[config.mk]
export PLATFORM = sky130hd
export DESIGN_NAME = call_ret_stack
export DESIGN_NICKNAME = d
export VERILOG_FILES = /design/src/rtl/crs_pkg.sv /design/src/rtl/crs_target.sv /design/src/rtl/crs_ctl.sv /design/src/rtl/crs_store.sv /design/src/rtl/call_ret_stack.sv
export SDC_FILE = /design/constraint.sdc
export NUM_CORES = 1
export LEC_CHECK = 0
export ABC_CLOCK_PERIOD_IN_PS = 6100
export BUFFER_PORTS_ARGS = -buffer_cell sky130_fd_sc_hd__buf_4
export CORE_UTILIZATION = 55
export DETAILED_ROUTE_END_ITERATION = 8
export GPL_TIMING_DRIVEN = 0
export MAX_ROUTING_LAYER = met4
export PLACE_DENSITY = 0.78
export RECOVER_POWER = 100
export SETUP_SLACK_MARGIN = 0.1
export SKIP_CTS_REPAIR_TIMING = 1
export SLEW_MARGIN = 20
export SYNTH_ARGS = -nofsm -noshare
export SYNTH_HDL_FRONTEND = slang
export SYNTH_SLANG_ARGS = --single-unit
[constraint.sdc]
create_clock -name clk -period 6.1 [get_ports clk]
set_input_delay 0 -clock clk [delete_from_list [all_inputs] [get_ports clk]]
set_output_delay 0 -clock clk [all_outputs]
set_load 0.005 [all_outputs]
[src/rtl/crs_pkg.sv]
package crs_pkg;
  parameter int unsigned PC_W   = 16;
  parameter int unsigned OFS_W  = 8;
  parameter int unsigned BANK_W = 2;
  parameter int unsigned FLAG_W = 4;

  // One saved context record; flags ordered {Z,C,N,V}
  typedef struct packed {
    logic [PC_W-1:0]   pc;
    logic              gie;
    logic [BANK_W-1:0] bank;
    logic [FLAG_W-1:0] flags;
  } ctx_t;
endpackage

[src/rtl/crs_target.sv]
module crs_target
  import crs_pkg::*;
(
  input  logic            long_i,
  input  logic [PC_W-1:0] operand_i,
  input  logic [PC_W-1:0] next_pc_i,
  output logic [PC_W-1:0] target_o
);
  localparam int unsigned EXT_W = PC_W - OFS_W;

  logic [PC_W-1:0] disp;
  assign disp     = {{EXT_W{operand_i[OFS_W-1]}}, operand_i[OFS_W-1:0]};
  assign target_o = long_i ? operand_i : (next_pc_i + disp);
endmodule

[src/rtl/crs_ctl.sv]
module crs_ctl #(
  parameter int unsigned DEPTH = 12,
  parameter int unsigned DW    = 4,
  parameter int unsigned IW    = 4
) (
  input  logic          clk,
  input  logic          rst_n,
  input  logic          push_i,
  input  logic          pop_i,
  output logic [DW-1:0] depth_o,
  output logic          wr_en_o,
  output logic [IW-1:0] wr_idx_o,
  output logic          rd_en_o,
  output logic [IW-1:0] rd_idx_o,
  output logic          ovf_o,
  output logic          udf_o
);
  logic [DW-1:0] depth_q;
  logic [DW-1:0] depth_mid;
  logic          pop_ok, pop_bad, push_ok, push_bad;

  always_comb begin
    pop_ok    = pop_i && (depth_q != '0);
    pop_bad   = pop_i && (depth_q == '0);
    // pop is applied before push in the same cycle
    depth_mid = depth_q - DW'(pop_ok);
    push_ok   = push_i && (depth_mid < DW'(DEPTH));
    push_bad  = push_i && !push_ok;
  end

  assign wr_en_o  = push_ok;
  assign wr_idx_o = IW'(depth_mid);
  assign rd_en_o  = pop_ok;
  assign rd_idx_o = IW'(depth_q - DW'(1));
  assign depth_o  = depth_q;

  always_ff @(posedge clk or negedge rst_n) begin
    if (!rst_n) begin
      depth_q <= '0;
      ovf_o   <= 1'b0;
      udf_o   <= 1'b0;
    end else begin
      depth_q <= depth_mid + DW'(push_ok);
      if (push_bad) ovf_o <= 1'b1;
      if (pop_bad)  udf_o <= 1'b1;
    end
  end
endmodule

[src/rtl/crs_store.sv]
module crs_store
  import crs_pkg::*;
#(
  parameter int unsigned DEPTH = 12,
  parameter int unsigned IW    = 4
) (
  input  logic          clk,
  input  logic          rst_n,
  input  logic          wr_en_i,
  input  logic [IW-1:0] wr_idx_i,
  input  ctx_t          wr_data_i,
  input  logic          rd_en_i,
  input  logic [IW-1:0] rd_idx_i,
  output ctx_t          ret_o
);
  ctx_t slot [DEPTH];
  ctx_t rd_data;

  for (genvar g = 0; g < DEPTH; g++) begin : g_slot
    always_ff @(posedge clk or negedge rst_n) begin
      if (!rst_n)
        slot[g] <= '0;
      else if (wr_en_i && (wr_idx_i == IW'(g)))
        slot[g] <= wr_data_i;
    end
  end

  always_comb begin
    rd_data = '0;
    for (int i = 0; i < DEPTH; i++)
      if (rd_idx_i == IW'(i)) rd_data = slot[i];
  end

  // Read sees the slot value before any same-cycle write
  always_ff @(posedge clk or negedge rst_n) begin
    if (!rst_n)       ret_o <= '0;
    else if (rd_en_i) ret_o <= rd_data;
  end
endmodule

[src/rtl/call_ret_stack.sv]
module call_ret_stack
  import crs_pkg::*;
#(
  parameter int unsigned DEPTH = 12,
  localparam int unsigned DW   = $clog2(DEPTH + 1),
  localparam int unsigned IW   = $clog2(DEPTH)
) (
  input  logic              clk,
  input  logic              rst_n,
  input  logic              push_i,
  input  logic              pop_i,
  input  logic              long_call_i,
  input  logic [PC_W-1:0]   operand_i,
  input  logic [PC_W-1:0]   next_pc_i,
  input  logic              gie_i,
  input  logic [BANK_W-1:0] bank_i,
  input  logic [FLAG_W-1:0] flags_i,
  output logic [PC_W-1:0]   target_o,
  output logic [PC_W-1:0]   ret_pc_o,
  output logic              ret_gie_o,
  output logic [BANK_W-1:0] ret_bank_o,
  output logic [FLAG_W-1:0] ret_flags_o,
  output logic [DW-1:0]     depth_o,
  output logic              overflow_o,
  output logic              underflow_o
);
  logic          wr_en, rd_en;
  logic [IW-1:0] wr_idx, rd_idx;
  ctx_t          wr_ctx, ret_ctx;

  assign wr_ctx = '{pc: next_pc_i, gie: gie_i, bank: bank_i, flags: flags_i};

  crs_target u_target (
    .long_i    (long_call_i),
    .operand_i (operand_i),
    .next_pc_i (next_pc_i),
    .target_o  (target_o)
  );

  crs_ctl #(.DEPTH(DEPTH), .DW(DW), .IW(IW)) u_ctl (
    .clk      (clk),
    .rst_n    (rst_n),
    .push_i   (push_i),
    .pop_i    (pop_i),
    .depth_o  (depth_o),
    .wr_en_o  (wr_en),
    .wr_idx_o (wr_idx),
    .rd_en_o  (rd_en),
    .rd_idx_o (rd_idx),
    .ovf_o    (overflow_o),
    .udf_o    (underflow_o)
  );

  crs_store #(.DEPTH(DEPTH), .IW(IW)) u_store (
    .clk       (clk),
    .rst_n     (rst_n),
    .wr_en_i   (wr_en),
    .wr_idx_i  (wr_idx),
    .wr_data_i (wr_ctx),
    .rd_en_i   (rd_en),
    .rd_idx_i  (rd_idx),
    .ret_o     (ret_ctx)
  );

  assign ret_pc_o    = ret_ctx.pc;
  assign ret_gie_o   = ret_ctx.gie;
  assign ret_bank_o  = ret_ctx.bank;
  assign ret_flags_o = ret_ctx.flags;
endmodule

==> results.cfg <==
[final_layout]
regArea_um2 = 7630
synthToLayoutAreaGrowth_pct = 15.2
fillCellCount = 2035
post_route_cells_drive_above_1_share = 0.187
multi_input_area_um2 = 6810
finalNetCount = 1486

[critical_path]
cp_data_required_time_ns = 6.55
crit_path_max_fanout = 10
worstPathArrival_ns = 5.76
setup.worst_path.end_class = flop
worst_r2r_startpoint = u_ctl.depth_o[0]
setup.worst_path.class = flop to flop
crit_path_start_kind = flop
critPathLaunch = u_ctl.depth_o[0]

[timing]
setup_slack_ns = 0.792
slew_at_the_pin_closest_to_its_max_slew_limit_ns = 3.43
fin_crit_sh = 0.870
final.setup_skew_ns = 0.0235
setup-tns-final_ns = 0
finalCriticalPeriod_ns = 5.31
unrepaired_setup_endpoints_after_global_routing = false
fmaxAchievable_mhz = 188
setup_viol = 0
worst_slew_margin_rel = -1.28
slew_viol_final = 123
hold_violations = 0

[run]
timing.max_cap.violations = 2

[status]
outcome = complete, but fails checks
failing_checks = capacitance limit, slew limit

[pwr]
peakVddDrop_mv = 0.329
power.leakage_uw = 0.00784
power_density_nw_per_um2 = 523

[place]
buffer_ports.inserted = 88
detailedPlace.worstSlack_ns = 1.44
detailed_place_hpwl_mm = 29.9
globalplace.congestion = 0.899

[synthesis]
total_standard_cell_area_after_synthesis_um2 = 15300
syn_area_per_cell_um2 = 12.0
synth_nets = 1336
post_synth_num_cell_types = 79
asyncSetResetFlopFracSynth = 1.00
ys_dominant_reg_cell = dfrtp_1
number_of_enable_flip_flop_cells_after_synthesis = 0
yosysSeqAreaShare = 0.499
yosys_warning_count = 0
netlist_instances = 1272
ys_seq_elements = 305

[clocking]
clock_sink_count = 305
cts_htree_levels = 1
clock_tree_from_tritoncts = built
number_of_buffers_on_the_longest_clock_path = 3
number_of_clock_buffers_inserted_by_tritoncts = 31
worst_skew_pair.late_latency_ns = 0.58
clockRootBuffer = clkbuf_16
clk_transition_reported_paths_ns = 0.07

[routing]
routed_wire_length_per_instance_um = 23.5
detailedRoute.firstIterationViolations = 1058
postRouteWirelength_mm = 42.7
via_count = 11500
1st_pass_router_iterations = 6
detail_route.vias_per_cell = 6.32
remaining_drc_errors = 0
drtAntennaViolNets = 0

[global_route]
global_route_wire_length_before_repair_mm = 66.3
grt_usage = 0.312
grt_pass1_vias = 11500
grt_start_max_net_pins = 99
globalRoute.totalOverflow = 0
grt_antenna_before_repair = 1

[die]
io-pin-count = 89
core_area_um2 = 27100
initial_cell_density_of_the_core = 0.564
fp.dieArea_um2 = 28500
fp-row-count = 60
die_x_um = 169
vert_die_dim_um = 169

[hold_path]
holdCritPathClass = input pin to asynchronous set/reset pin
## routing by layer
metal | wire, µm | part of all wire | global-route usage | vias up
met1 | 18100 | 0.42 | 0.424 | 5877
met2 | 19800 | 0.46 | 0.479 | 532
li1 | - | - | - | 4980
met5 | 0 | 0 | - | -
met3 | 3480 | 0.082 | 0.0580 | 112
met4 | 1240 | 0.029 | 0.0941 | 0
## power by group
part           internal (µW)  switching (µW)
Combinational           1640            2000
Clock                   1180             843
Sequential              3020             544
Total                   5840            3390
## through the flow
step	instances	utilization	total power, µW	area [µm²]	hold WS [ns]
final	1819	0.650	9230	17600	0.00204
after global routing	1819	0.650	9680	17600	0.0893
after CTS	1792	0.649	9280	17600	-0.546
after detailed placement	1735	0.609	7240	16500	0.0618
after global placement	1732	0.606	7050	16400	0.244
after floorplan	1272	-	5960	15300	-0.296
## critical path, cell delays in order (launching register included)
cell      delay, ns
dfrtp_1        0.60
clkbuf_1       0.49
nor2_1         0.15
a21boi_0       0.59
clkbuf_1       0.51
buf_2          0.38
ha_1           0.25
ha_1           0.16
buf_4          0.16
nand2b_1       0.06
o21ai_0        0.28
a32oi_1        0.21
nor2_1         0.59
buf_4          0.35
mux2_2         0.37
## layout by cell type (no fill, tap or decap), types with 19 or more instances in the layout
| cell type | synthesis | final |
|---|---|---|
| a221o_1 | 19 | 19 |
| buf_4 | 19 | 64 |
| nand4_1 | 19 | 19 |
| a222oi_1 | 20 | 20 |
| a21o_1 | 19 | 19 |
| o21ai_0 | 77 | 78 |
| clkbuf_4 | 0 | 30 |
| dlygate4sd3_1 | 0 | 26 |
| clkbuf_16 | 0 | 31 |
| mux2_1 | 204 | 222 |
| a32oi_1 | 18 | 19 |
| a21oi_1 | 35 | 36 |
| clkbuf_1 | 53 | 79 |
| nor2_1 | 30 | 34 |
| inv_1 | 29 | 29 |
| ha_1 | 19 | 19 |
| buf_2 | 33 | 26 |
| nand2_1 | 86 | 86 |
| mux2_2 | 72 | 72 |
| dfrtp_1 | 305 | 305 |
## final timing paths
| kind | slack, ns | endpoint | depth (start not counted) |
|---|---|---|---|
| max | 0.79 | u_store.slot[133] | 14 |
| min | 0.002 | u_store.slot[264] | 2 |
| max reg2reg | 0.79 | u_store.slot[133] | 14 |
| min reg2reg | 0.47 | u_ctl.udf_o | 1 |
| max in group asynchronous | 2.39 | u_store.ret_o[5] | 3 |
| min in group clk | 0.21 | u_ctl.udf_o | 3 |
## layout make-up
class                   instances  area share
well taps                     372      0.0264
diodes                          1    0.000142
multi-input cells             822       0.387
clock buffers                  40      0.0493
flip-flops and latches        305       0.433
plain buffers                 114      0.0319
clock inverters                17      0.0125
inverters                      31     0.00660
repair buffers                117      0.0534
## flip-flops by register name, indices dropped and copies added (netlist names)
| signal | cells |
|---|---|
| u_ctl.depth_o | 4 |
| u_ctl.ovf_o | 1 |
| u_ctl.udf_o | 1 |
| u_store.ret_o | 23 |
| u_store.slot | 276 |
## synth_stat cells (8+ instances only)
master / number / area share
a32oi_1: 18 / 0.010
clkbuf_1: 53 / 0.013
nor3_1: 9 / 0.0029
a22oi_1: 8 / 0.0039
a222oi_1: 20 / 0.013
mux2_2: 72 / 0.053
a21o_1: 19 / 0.0093
o211ai_1: 9 / 0.0044
nor2b_1: 8 / 0.0033
mux2_4: 20 / 0.020
buf_4: 19 / 0.0093
buf_2: 33 / 0.011
inv_1: 29 / 0.0071
nor2_1: 30 / 0.0074
mux2_1: 204 / 0.15
nand4_1: 19 / 0.0078
nand2_1: 86 / 0.021
o22a_1: 17 / 0.0097
o21ai_0: 77 / 0.025
nand2b_1: 12 / 0.0049
a221o_1: 19 / 0.012
ha_1: 19 / 0.016
a21oi_1: 35 / 0.011
dfrtp_1: 305 / 0.50
## kinds of logic after synthesis
group / share of synthesized area
XOR/XNOR: 0.00458
AND/OR/NAND/NOR: 0.0690
flip-flops: 0.499
AO/OA/AOI/OAI: 0.134
multiplexers: 0.230
buffers and inverters: 0.0464
adder cells (fa/ha/maj): 0.0169
(Power assumes the default switching activity.)
